<file path="src/rtl/io_ptw_pkg.sv">
package io_ptw_pkg;

    localparam int unsigned PAGE_SHIFT = 12;
    localparam int unsigned IDX_BITS   = 9;

    typedef enum logic [2:0] {
        ST_IDLE,
        ST_ISSUE_READ,
        ST_WAIT_DATA,
        ST_DECODE,
        ST_DONE,
        ST_FAULT
    } ptw_state_e;

    typedef enum logic [2:0] {
        FLT_NONE        = 3'd0,
        FLT_HW_ABORT    = 3'd1,
        FLT_NOT_PRESENT = 3'd2,
        FLT_BAD_SIZE    = 3'd3,
        FLT_BAD_LEVEL   = 3'd4
    } ptw_fault_e;

    // Address bit where the index of a given level starts.
    function automatic logic [6:0] level_shift(input logic [2:0] lvl);
        int s;
        if (lvl == 3'd0) return 7'd0;
        s = int'(PAGE_SHIFT) + int'(IDX_BITS) * (int'(lvl) - 1);
        return 7'(s);
    endfunction

endpackage

</file>
<file path="src/rtl/ptw_index_gen.sv">
module ptw_index_gen
    import io_ptw_pkg::*;
#(
    parameter int unsigned IOVA_W = 64,
    parameter int unsigned PA_W   = 52
) (
    input  logic [IOVA_W-1:0] iova,
    input  logic [2:0]        lvl,
    input  logic [PA_W-1:0]   base,
    output logic [PA_W-1:0]   entry_addr
);
    localparam int unsigned ENTRY_BYTES_LOG2 = 3;

    logic [IOVA_W-1:0]   shifted;
    logic [IDX_BITS-1:0] idx;

    always_comb begin
        shifted    = iova >> level_shift(lvl);
        idx        = shifted[IDX_BITS-1:0];
        entry_addr = base + PA_W'({idx, {ENTRY_BYTES_LOG2{1'b0}}});
    end
endmodule

</file>
<file path="src/rtl/ptw_entry_decode.sv">
module ptw_entry_decode
    import io_ptw_pkg::*;
#(
    parameter int unsigned PA_W = 52
) (
    input  logic [63:0]     entry,
    output logic            present,
    output logic [2:0]      next_lvl,
    output logic [PA_W-1:0] addr_field,
    output logic [1:0]      perm,
    output logic [6:0]      var_shift
);
    localparam int unsigned NEXT_LSB = 9;
    localparam int unsigned PERM_LSB = 61;

    logic found;

    always_comb begin
        present    = entry[0];
        next_lvl   = entry[NEXT_LSB +: 3];
        addr_field = {entry[PA_W-1:PAGE_SHIFT], {PAGE_SHIFT{1'b0}}};
        perm       = entry[PERM_LSB +: 2];
        // Run of ones from bit 12: size is one past the first zero.
        found     = 1'b0;
        var_shift = 7'(PA_W + 1);
        for (int i = PAGE_SHIFT; i < PA_W; i++) begin
            if (!found && !entry[i]) begin
                var_shift = 7'(i + 1);
                found     = 1'b1;
            end
        end
    end
endmodule

</file>
<file path="src/rtl/io_pt_walker.sv">
module io_pt_walker
    import io_ptw_pkg::*;
#(
    parameter int unsigned IOVA_W     = 64,
    parameter int unsigned PA_W       = 52,
    parameter int unsigned ID_W       = 16,
    parameter int unsigned MAX_LEVELS = 6
) (
    input  logic              clk,
    input  logic              rst_n,
    input  logic              req_valid,
    output logic              req_ready,
    input  logic [IOVA_W-1:0] req_iova,
    input  logic [PA_W-1:0]   req_root,
    input  logic [2:0]        req_levels,
    input  logic [ID_W-1:0]   req_dev_id,
    input  logic [ID_W-1:0]   req_dom_id,
    output logic              mem_req_valid,
    output logic [PA_W-1:0]   mem_req_addr,
    input  logic              mem_rsp_valid,
    input  logic              mem_rsp_err,
    input  logic [63:0]       mem_rsp_data,
    output logic              done,
    output logic              res_ok,
    output logic [PA_W-1:0]   res_spa,
    output logic [6:0]        res_shift,
    output logic [1:0]        res_perm,
    output logic [2:0]        flt_code,
    output logic              flt_present,
    output logic [IOVA_W-1:0] flt_addr,
    output logic [ID_W-1:0]   flt_dev_id,
    output logic [ID_W-1:0]   flt_dom_id
);
    localparam logic [2:0] TOP_LVL = 3'(MAX_LEVELS);

    ptw_state_e        state;
    logic [IOVA_W-1:0] iova_q;
    logic [PA_W-1:0]   base_q;
    logic [PA_W-1:0]   rd_addr_q;
    logic [2:0]        lvl_q;
    logic [ID_W-1:0]   dev_q, dom_q;
    logic [1:0]        perm_q;
    logic [63:0]       entry_q;
    logic [PA_W-1:0]   spa_q;
    logic [6:0]        shift_q;
    ptw_fault_e        code_q;
    logic              fpres_q;
    logic [IOVA_W-1:0] faddr_q;

    logic [PA_W-1:0] rd_addr;
    logic            e_present;
    logic [2:0]      e_next;
    logic [PA_W-1:0] e_addr;
    logic [1:0]      e_perm;
    logic [6:0]      e_vshift;
    logic            size_ok;

    ptw_index_gen #(.IOVA_W(IOVA_W), .PA_W(PA_W)) u_index (
        .iova(iova_q), .lvl(lvl_q), .base(base_q), .entry_addr(rd_addr)
    );

    ptw_entry_decode #(.PA_W(PA_W)) u_decode (
        .entry(entry_q), .present(e_present), .next_lvl(e_next),
        .addr_field(e_addr), .perm(e_perm), .var_shift(e_vshift)
    );

    always_comb begin
        size_ok = (lvl_q < TOP_LVL)
               && (e_vshift > level_shift(lvl_q))
               && (e_vshift < level_shift(3'(lvl_q + 3'd1)));
    end

    // State register and walk datapath
    always_ff @(posedge clk or negedge rst_n) begin
        if (!rst_n) begin
            state     <= ST_IDLE;
            iova_q    <= '0;
            base_q    <= '0;
            rd_addr_q <= '0;
            lvl_q     <= '0;
            dev_q     <= '0;
            dom_q     <= '0;
            perm_q    <= '0;
            entry_q   <= '0;
            spa_q     <= '0;
            shift_q   <= '0;
            code_q    <= FLT_NONE;
            fpres_q   <= 1'b0;
            faddr_q   <= '0;
        end else begin
            unique case (state)
                ST_IDLE: begin
                    if (req_valid) begin
                        iova_q  <= req_iova;
                        base_q  <= {req_root[PA_W-1:PAGE_SHIFT], {PAGE_SHIFT{1'b0}}};
                        lvl_q   <= req_levels;
                        dev_q   <= req_dev_id;
                        dom_q   <= req_dom_id;
                        perm_q  <= 2'b11;
                        code_q  <= FLT_NONE;
                        fpres_q <= 1'b0;
                        faddr_q <= '0;
                        if (req_levels == 3'd0 || req_levels > TOP_LVL) begin
                            code_q  <= FLT_BAD_LEVEL;
                            fpres_q <= 1'b1;
                            faddr_q <= req_iova;
                            state   <= ST_FAULT;
                        end else begin
                            state <= ST_ISSUE_READ;
                        end
                    end
                end
                ST_ISSUE_READ: begin
                    rd_addr_q <= rd_addr;
                    state     <= ST_WAIT_DATA;
                end
                ST_WAIT_DATA: begin
                    if (mem_rsp_valid) begin
                        if (mem_rsp_err) begin
                            code_q  <= FLT_HW_ABORT;
                            fpres_q <= 1'b0;
                            faddr_q <= IOVA_W'(rd_addr_q);
                            state   <= ST_FAULT;
                        end else begin
                            entry_q <= mem_rsp_data;
                            state   <= ST_DECODE;
                        end
                    end
                end
                ST_DECODE: begin
                    if (!e_present) begin
                        code_q  <= FLT_NOT_PRESENT;
                        fpres_q <= 1'b0;
                        faddr_q <= iova_q;
                        state   <= ST_FAULT;
                    end else if (e_next == 3'd0) begin
                        spa_q   <= e_addr;
                        shift_q <= 7'(PAGE_SHIFT);
                        perm_q  <= perm_q & e_perm;
                        state   <= ST_DONE;
                    end else if (e_next == 3'd7) begin
                        if (size_ok) begin
                            spa_q   <= e_addr;
                            shift_q <= e_vshift;
                            perm_q  <= perm_q & e_perm;
                            state   <= ST_DONE;
                        end else begin
                            code_q  <= FLT_BAD_SIZE;
                            fpres_q <= 1'b1;
                            faddr_q <= iova_q;
                            state   <= ST_FAULT;
                        end
                    end else if (e_next >= lvl_q) begin
                        code_q  <= FLT_BAD_LEVEL;
                        fpres_q <= 1'b1;
                        faddr_q <= iova_q;
                        state   <= ST_FAULT;
                    end else begin
                        base_q <= e_addr;
                        lvl_q  <= e_next;
                        perm_q <= perm_q & e_perm;
                        state  <= ST_ISSUE_READ;
                    end
                end
                ST_DONE:  state <= ST_IDLE;
                ST_FAULT: state <= ST_IDLE;
                default:  state <= ST_IDLE;
            endcase
        end
    end

    // Outputs
    always_comb begin
        req_ready     = (state == ST_IDLE);
        mem_req_valid = (state == ST_ISSUE_READ);
        mem_req_addr  = rd_addr;
        done          = (state == ST_DONE) || (state == ST_FAULT);
        res_ok        = (state == ST_DONE);
        res_spa       = spa_q;
        res_shift     = shift_q;
        res_perm      = perm_q;
        flt_code      = code_q;
        flt_present   = fpres_q;
        flt_addr      = faddr_q;
        flt_dev_id    = dev_q;
        flt_dom_id    = dom_q;
    end

    assert_one_read_R2: assert property (@(posedge clk) disable iff (!rst_n)
        mem_req_valid |=> !mem_req_valid);
    assert_addr_aligned_R2: assert property (@(posedge clk) disable iff (!rst_n)
        mem_req_valid |-> (mem_req_addr[2:0] == 3'b000));
    assert_done_pulse_R11: assert property (@(posedge clk) disable iff (!rst_n)
        done |=> !done);
    assert_busy_not_ready_R11: assert property (@(posedge clk) disable iff (!rst_n)
        done |-> !req_ready);
    assert_fault_coded_R4: assert property (@(posedge clk) disable iff (!rst_n)
        (done && !res_ok) |-> (flt_code != 3'd0));
    assert_shift_range_R6: assert property (@(posedge clk) disable iff (!rst_n)
        (done && res_ok) |-> (res_shift >= 7'd12 && res_shift < 7'd57));
endmodule

</file>
<file path="config.mk">
export PLATFORM = sky130hd
export DESIGN_NAME = io_pt_walker
export DESIGN_NICKNAME = d
export VERILOG_FILES = /design/src/rtl/io_ptw_pkg.sv /design/src/rtl/ptw_index_gen.sv /design/src/rtl/ptw_entry_decode.sv /design/src/rtl/io_pt_walker.sv
export SDC_FILE = /design/constraint.sdc
export NUM_CORES = 1
export LEC_CHECK = 0
export BUFFER_PORTS_ARGS = -buffer_cell sky130_fd_sc_hd__buf_2
export CORE_UTILIZATION = 40
export DETAILED_ROUTE_END_ITERATION = 8
export GPL_ROUTABILITY_DRIVEN = 0
export PLACE_DENSITY = 0.6
export SLEW_MARGIN = 20
export SYNTH_ARGS = -nofsm -noshare
export SYNTH_HDL_FRONTEND = slang
export SYNTH_SLANG_ARGS = --single-unit
</file>
<file path="constraint.sdc">
create_clock -name clk -period 16 [get_ports clk]
set_input_delay 3.2 -clock clk [delete_from_list [all_inputs] [get_ports clk]]
set_output_delay 3.2 -clock clk [all_outputs]
set_load 0.05 [all_outputs]
</file>
==> results.md, run 1 <==
* Status: finished clean
* Synthesized flop and latch total at 353
* Cts repair resizes at 0
* Mean post-synth cell area at 10.9 µm²
* Req. time, crit path at 12.80 ns
* Clk_lat worst skew at 0.56 ns
* WS Path Type: reg2out
* DRC at 0
* Final hold slack at 0.477 ns
* Reg area at 8840 µm²
* Routed len/inst at 21.2 µm
* Area share of the largest cell type after synthesis at 45.4%
* Via count at 15500
* H-tree Lvls at 2
* Cell Area, Placed at 21700 µm²
* CTS tree: built
* Largest area contributor in the netlist: dfrtp_1
* Commonest cells in the synthesized netlist: dfrtp_1, mux2_2, nand2_1, o21ai_0, mux2i_1
* CTS sink cnt at 353
* DIE HEIGHT at 223 µm
* Synth warnings at 0
* First-pass GRT wire length at 90.0 mm
* Hold WC Path Type: reg2reg
* # fillers at 4485
* Pre-antenna DRT Iters at 6
* FFs w/ async S/R, synth at 100%
* Finish-stage setup viols at 0
* Die area at 49500 µm²
* Max-cap violation count at 0
* Slew @ Worst Pin at 0.963 ns
* CP Launch Type: flop
* Max transition margin at 35.8%
* Data arrival, critical path at 5.20 ns
* Rows at 80
* RSZ-0062 raised after global routing: false
* Nets at 2357
* F_max at 119 MHz
* CTS Hold Bufs at 0
* Largest net degree at the start of global routing at 176
* Die width at 223 µm
* Period utilisation layout at 52.5%
* Vias per cell at 5.61
* Area occupied by multi-input gates at 9860 µm²
* Fin Setup TNS at 0 ns
* Fin cells at 2757
* Post-Syn Area at 19500 µm²
* Initial drt markers at 1112
* Worst Skew at 0.0192 ns
* Grt ovf at 0
* Final hold vios at 0
* Area contributors post-synth: dfrtp_1, mux2_2, mux2i_1, mux2_1, nand2_1
* # IOs at 437
* I/O Buffers at 390
* CP Capture Type: output pin
* Setup Fix Bufs, Post-CTS at 0
* HPWL after DPL at 41.9 mm
* CTS max path bufs at 3
* Register area share after synthesis at 45.4%
* Maximum fanout along the worst path at 39
* Placed cells at 2681
* Antenna violations before repair at 10
* Yosys cell types at 68
* Slew Limit Fails at 0
* Ys flop type: dfrtp_1
* Most frequent cell after synthesis: dfrtp_1
* Clock buffer count from CTS at 40
* Post-Route WL at 58.5 mm
* Area Growth Syn to Fin at 18.8%
* Starting Density at 40.7%
* Min Clock Period, post-route at 8.40 ns
* Vias in the first global route at 15100
* CTS root buffer: clkbuf_16
* Design Area, Final at 23100 µm²
* Post-synth EDFFs at 0
* Antenna Nets Post-Route at 0
* Worst-path clk slew at 0.06 ns
* Gr usage total at 23.2%
* Layout cells sized above 1 at 34.8%
* Mapped Cells at 1793
* Core Region at 47800 µm²
## per-layer routing
layer	routed length, µm	track usage [%]	vias up
met5	46	0	-
met4	1240	5.70	8
met3	3220	4.85	83
met2	28500	38.7	485
met1	25500	30.7	7659
li1	-	-	7224
## cells in the final DEF (no fill, tap or decap), types with 42 or more instances in the layout
cell type	Yosys	routed
o21ai_0	128	127
o22ai_1	60	60
mux2_1	68	68
mux2i_1	101	101
clkbuf_16	0	42
nor2b_1	49	49
nor3_1	51	51
buf_2	28	389
nand2_1	173	172
dfrtp_1	353	351
mux2_2	197	197
## critical path, stage by stage (launching register included)
cell	delay (ns)
dfrtp_2	0.41
inv_1	0.05
buf_4	0.30
ha_1	0.31
inv_2	0.47
ha_1	0.35
fa_1	0.37
ha_1	0.28
and2_1	0.36
inv_1	0.36
nand2_1	0.17
o22ai_1	0.10
o21a_1	0.19
a211oi_1	0.54
buf_2	0.38
## cell type report
cell class	instances	share of cell area [%]
timing repair buffer	413	9.38
multi-input combinational	1272	42.7
clock inverter	12	0.644
inverter	29	0.471
clock buffer	58	5.20
tap	615	3.33
sequential	353	38.3
antenna	5	0.0542
## kinds of logic after synthesis
group	count (synthesis)	synth area share, %
XOR/XNOR	6	0.270
AO/OA/AOI/OAI	428	14.5
buffers and inverters	183	4.44
adder cells (fa/ha/maj)	28	1.96
AND/OR/NAND/NOR	386	9.40
multiplexers	408	24.0
other	1	0.0193
flip-flops	353	45.4
## path summary, 6_finish.rpt
kind | start | to | slack, ns | cells after the start
setup / recovery | lvl_q[0]$_DFFE_PN0P_ | mem_req_addr[3] | 7.60 | 14
hold / removal | flt_addr[63]$_DFFE_PN0P_ | flt_addr[63]$_DFFE_PN0P_ | 0.48 | 1
setup reg to reg | lvl_q[0]$_DFFE_PN0P_ | res_spa[14]$_DFFE_PN0P_ | 10.15 | 18
hold reg to reg | flt_addr[63]$_DFFE_PN0P_ | flt_addr[63]$_DFFE_PN0P_ | 0.48 | 1
max in group asynchronous | rst_n | state[0]$_DFFE_PN0P_ | 11.74 | 2
min in group asynchronous | rst_n | flt_dev_id[14]$_DFFE_PN0P_ | 2.72 | 1
## flip-flops by register name (all words and copies together), names as in the netlist
signal	cells
base_q	40
entry_q	46
flt_addr	64
flt_code	3
flt_dev_id	16
flt_dom_id	16
flt_present	1
iova_q	64
lvl_q	3
rd_addr_q	49
res_perm	2
res_shift	6
res_spa	40
state	3
## through the flow
| step | setup slack [ns] | utilization (%) |
|---|---|---|
| after CTS | 7.64 | 48.2 |
| after floorplan | 7.87 | - |
| final | 7.60 | 48.3 |
| after global placement | 8.27 | 45.4 |
| after global routing | 7.36 | 48.3 |
| after detailed placement | 8.27 | 45.4 |
Power of run 1 is left out: the tool's default activity adds up to more than one toggle a clock period on the data nets, which glitch-free logic cannot reach.
==> inputs of run 2 (changes only) <==
--- a/config.mk
+++ b/config.mk
@@ -9,7 +9,7 @@
 export CORE_UTILIZATION = 40
 export DETAILED_ROUTE_END_ITERATION = 8
 export GPL_ROUTABILITY_DRIVEN = 0
-export PLACE_DENSITY = 0.6
+export PLACE_DENSITY = 0.62
 export SLEW_MARGIN = 20
 export SYNTH_ARGS = -nofsm -noshare
 export SYNTH_HDL_FRONTEND = slang
==> constraint.sdc (replaced) <==
create_clock -name clk -period 6.7 [get_ports clk]
set_input_delay 1.34 -clock clk [delete_from_list [all_inputs] [get_ports clk]]
set_output_delay 1.34 -clock clk [all_outputs]
set_load 0.05 [all_outputs]
==> run 2 against run 1 <==
Register-to-register slack worse by 9.0 ns. Global-route usage rose by 0.075 points. Flip-flop and latch count is the same. Routed wire length shrank 0.52%. Utilization up 0.23 points. Clock skew rose by 0.0054 ns. Cell area rose by 0.47%. Critical endpoint is now mem_req_addr[6]. Largest cell class unchanged. Highest routed layer unchanged.
==> results.md, run 2 (synthesis gave the netlist of run 1 again) <==
* Fin Setup TNS at 0 ns
* CTS root buffer: clkbuf_16
* CP dominant cell by count: inv_1
* CTS sink cnt at 353
* Final hold vios at 0
* WHS Endpoint: flt_addr[1]$_DFFE_PN0P_
* Reg2reg path depth at 18
* Critical path cell sequence: nor3_1, ha_1, inv_1, ha_1, inv_1, fa_1, inv_1, nor2_1, buf_4, inv_1, nand2_1, o311ai_1, o31ai_1, nor3_1, buf_2
* Fin cells at 2762
* Setup Fix Bufs, Post-CTS at 0
* Clock buffer count from CTS at 40
* Via count at 15500
* HPWL after DPL at 42.0 mm
* Min Clock Period, post-route at 6.25 ns
* CP max stage cell: dfrtp_1
* First-pass GRT wire length at 90.3 mm
* Max-cap violation count at 0
* CTS Hold Bufs at 0
* Antenna Nets Post-Route at 0
* CTS max path bufs at 3
* Die width at 223 µm
* Antenna violations before repair at 10
* Post-Route WL at 58.2 mm
* WS Path Type: reg2out
* Max transition margin at 37.9%
* Worst-path clk slew at 0.06 ns
* RSZ-0062 raised after global routing: false
* Initial drt markers at 1132
* Starting Density at 40.7%
* # IOs at 437
* DRC at 0
* Hold Startpoint: flt_addr[1]$_DFFE_PN0P_
* I/O Buffers at 390
* Data arrival, critical path at 4.91 ns
* Area Growth Syn to Fin at 19.3%
* Worst hold stages at 1
* Largest net degree at the start of global routing at 144
* Die area at 49500 µm²
* Worst r2r dst: res_spa[13]$_DFFE_PN0P_
* CP Capture Type: output pin
* Nets at 2360
* Grt ovf at 0
* Commonest cells after routing, fill and taps aside: buf_2, dfrtp_1, mux2_2
* Status: finished clean
* CP max stage delay at 0.53 ns
* Flop2flop setup slack at 1.17 ns
* Maximum fanout along the worst path at 16
* H-tree Lvls at 2
* F_max at 160 MHz
* Routed len/inst at 21.1 µm
* Buf+Inv Stages, Crit Path at 6
* Cts repair resizes at 0
* CTS tree: built
* CP Launch Type: flop
* Gr usage total at 23.3%
* Pre-antenna DRT Iters at 6
* Vias per cell at 5.60
* Slew @ Worst Pin at 0.908 ns
* DIE HEIGHT at 223 µm
* Worst Skew at 0.0246 ns
* CP top delay family: buffers and inverters
* Vias in the first global route at 15100
* Most common cell after layout, fill and taps aside: buf_2
* Clk_lat worst skew at 0.56 ns
* Critical R2R Launch: lvl_q[2]$_DFFE_PN0P_
* # fillers at 4404
* Finish-stage setup viols at 0
* Req. time, crit path at 5.36 ns
* Period utilisation layout at 93.3%
* Slew Limit Fails at 0
* Layout cells sized above 1 at 35.1%
* Core Region at 47800 µm²
* Placed cells at 2685
* Hold WC Path Type: reg2reg
* Rows at 80
[run 2: metrics by stage]
| stage | setup slack, ns | hold slack (ns) | util (%) | area, µm² |
|---|---|---|---|---|
| 4_1_cts | 0.444 | 0.484 | 48.5 | 23200 |
| 2_1_floorplan | 0.431 | 0.446 | - | 19500 |
| 6_report | 0.451 | 0.476 | 48.5 | 23200 |
| 3_5_place_dp | 1.04 | 0.470 | 45.7 | 21900 |
| 3_3_place_gp | 1.06 | 0.462 | 45.7 | 21900 |
| 5_1_grt | 0.113 | 0.494 | 48.5 | 23200 |
[run 2: worst max path at each step]
stage                         start  slack [ns]  depth (start not counted)               to
2_1_floorplan  lvl_q[0]$_DFFE_PN0P_        0.43                         17  mem_req_addr[3]
3_3_place_gp   lvl_q[2]$_DFFE_PN0P_        1.06                         15  mem_req_addr[6]
3_5_place_dp   lvl_q[2]$_DFFE_PN0P_        1.04                         15  mem_req_addr[6]
4_1_cts        lvl_q[2]$_DFFE_PN0P_        0.44                         15  mem_req_addr[6]
5_1_grt        lvl_q[2]$_DFFE_PN0P_        0.11                         15  mem_req_addr[6]
6_report       lvl_q[2]$_DFFE_PN0P_        0.45                         15  mem_req_addr[6]
[run 2: area by class of cell]
type                            count  area (µm²)  share of cell area [%]
Multi-Input combinational cell   1272        9860                    42.5
Sequential cell                   353        8840                    38.1
Timing Repair Buffer              416        2290                    9.85
Clock buffer                       53        1130                    4.87
Tap cell                          615         769                    3.31
Clock inverter                     20         211                   0.911
Inverter                           29         109                   0.469
Antenna cell                        4        10.0                  0.0431
[run 2: layer usage]
metal	part of all wire (%)	vias up	GRT usage, %
met5	0.13	-	0
li1	-	7228	-
met2	49	480	38.8
met1	43	7656	30.7
met4	1.8	12	5.47
met3	6.1	88	5.20
[run 2: worst register-to-register path, stage by stage, from the launching register on]
cell and delay (ns):
dfrtp_1 0.53, nor3_1 0.52, ha_1 0.33, inv_1 0.06, ha_1 0.13, inv_1 0.05, fa_1 0.39, ha_1 0.28
and2_1 0.37, inv_1 0.35, ha_1 0.41, o21a_1 0.12, o31ai_1 0.07, a211oi_1 0.36, and2_1 0.24, o21ai_2 0.13
a21o_2 0.25, buf_4 0.35, mux2_1 0.47
Power of run 2 is left out for the same reason.
==> inputs of run 3 (changes only) <==
--- a/config.mk
+++ b/config.mk
@@ -5,7 +5,7 @@
 export SDC_FILE = /design/constraint.sdc
 export NUM_CORES = 1
 export LEC_CHECK = 0
-export BUFFER_PORTS_ARGS = -buffer_cell sky130_fd_sc_hd__buf_2
+export BUFFER_PORTS_ARGS = -buffer_cell sky130_fd_sc_hd__buf_4
 export CORE_UTILIZATION = 40
 export DETAILED_ROUTE_END_ITERATION = 8
 export GPL_ROUTABILITY_DRIVEN = 0
==> run 3 against run 2 <==
Global-route usage is essentially flat. Cell count shrank 0.22%. Cell area grew 3.5%. Highest routed layer unchanged.
==> results.md, run 3 (synthesis gave the netlist of run 1 again) <==
* Pre-antenna DRT Iters at 6
* Nets at 2360
* Slew @ Worst Pin at 1.01 ns
* CTS max path bufs at 3
* Via count at 15500
* CTS root buffer: clkbuf_16
* Data arrival, critical path at 4.80 ns
* HPWL after DPL at 42.7 mm
* Req. time, crit path at 5.36 ns
* # IOs at 437
* CTS Hold Bufs at 0
* Vias per cell at 5.64
* Max transition margin at 32.7%
* I/O Buffers at 390
* Period utilisation layout at 91.7%
* Starting Density at 40.7%
* Core Region at 47800 µm²
* Buf+Inv Stages, Crit Path at 4
* Final hold vios at 0
* ANT cells at 0
* Layout cells sized above 1 at 35.0%
* Area Growth Syn to Fin at 23.5%
* Min Clock Period, post-route at 6.14 ns
* Status: finished clean
* F_max at 163 MHz
* RSZ-0062 raised after global routing: false
* Clk_lat worst skew at 0.57 ns
* CTS sink cnt at 353
* Gr usage total at 23.2%
* Antenna Nets Post-Route at 0
* Most common cell after layout, fill and taps aside: buf_4
* Finish-stage setup viols at 0
* CP Capture Type: output pin
* Worst-path clk slew at 0.06 ns
* Antenna violations before repair at 1
* Commonest cells after routing, fill and taps aside: buf_4, dfrtp_1, mux2_2
* CTS tree: built
* CP max stage delay at 0.55 ns
* Hold WC Path Type: reg2reg
* CP max stage cell: dfrtp_1
* Critical path cell sequence: nor3_1, ha_1, inv_1, ha_1, inv_1, fa_1, ha_1, and2_1, inv_1, nand2_1, o22ai_1, o21a_1, a211oi_1, buf_4
* Fin Setup TNS at 0 ns
* Die width at 223 µm
* Grt ovf at 0
* Slew Limit Fails at 0
* CP Launch Type: flop
* Largest net degree at the start of global routing at 172
* Routed len/inst at 21.2 µm
* Die area at 49500 µm²
* Max-cap violation count at 0
* DIE HEIGHT at 223 µm
* Cts repair resizes at 0
* Post-Route WL at 58.4 mm
* CP top delay family: adder cells
* Setup Fix Bufs, Post-CTS at 0
* DRC at 0
* H-tree Lvls at 2
* First-pass GRT wire length at 90.2 mm
* Vias in the first global route at 15100
* Rows at 80
* Worst Skew at 0.0225 ns
* Initial drt markers at 1142
* WS Path Type: reg2out
* Maximum fanout along the worst path at 13
* Clock buffer count from CTS at 39
-- run 3: changes by cell type in the layout (fill, tap and decap cells not counted) --
cell and delta:
buf_4 +391, buf_2 -382, buf_12 -8, clkinv_4 -4
diode_2 -4, clkbuf_1 +1, clkbuf_16 -1, clkinv_2 +1
clkinv_8 +1, inv_6 -1
-- run 3: worst paths after layout --
| check | startpoint | end | slack, ns | cells past startpoint |
|---|---|---|---|---|
| worst max-delay path | lvl_q[2]$_DFFE_PN0P_ | mem_req_addr[3] | 0.56 | 14 |
| worst min-delay path | flt_addr[1]$_DFFE_PN0P_ | flt_addr[1]$_DFFE_PN0P_ | 0.48 | 1 |
| worst max register to register | lvl_q[2]$_DFFE_PN0P_ | flt_addr[5]$_DFFE_PN0P_ | 0.60 | 18 |
| worst min register to register | flt_addr[1]$_DFFE_PN0P_ | flt_addr[1]$_DFFE_PN0P_ | 0.48 | 1 |
| max in group asynchronous | rst_n | lvl_q[0]$_DFFE_PN0P_ | 4.46 | 2 |
| min in group asynchronous | rst_n | flt_dev_id[8]$_DFFE_PN0P_ | 0.76 | 1 |
-- run 3: layer usage --
metal	vias to the layer above	wire length, µm	global-route usage [%]
met2	451	28700	38.4
met5	-	17	0
met4	2	1140	5.56
met3	77	3490	5.22
met1	7785	25100	30.9
li1	7232	-	-
-- run 3: layout make-up --
cell class	instances	area, µm²
well taps	615	769
flip-flops and latches	353	8840
clock buffers	53	1110
clock inverters	17	189
inverters	29	109
fillers	4352	23800
multi-input cells	1272	9860
repair buffers	417	3150
-- run 3: metrics by stage --
stage / util, % / setup slack [ns] / instances / hold WS (ns) / cell area [µm²]
after CTS: 50.2 / 0.607 / 2756 / 0.485 / 24000
final: 50.2 / 0.557 / 2756 / 0.483 / 24000
after detailed placement: 47.5 / 0.650 / 2686 / 0.469 / 22700
after global placement: 47.5 / 0.779 / 2686 / 0.465 / 22700
after global routing: 50.2 / 0.223 / 2756 / 0.498 / 24000
after floorplan: - / 0.431 / 1808 / 0.446 / 19500
Power of run 3 is left out for the same reason.
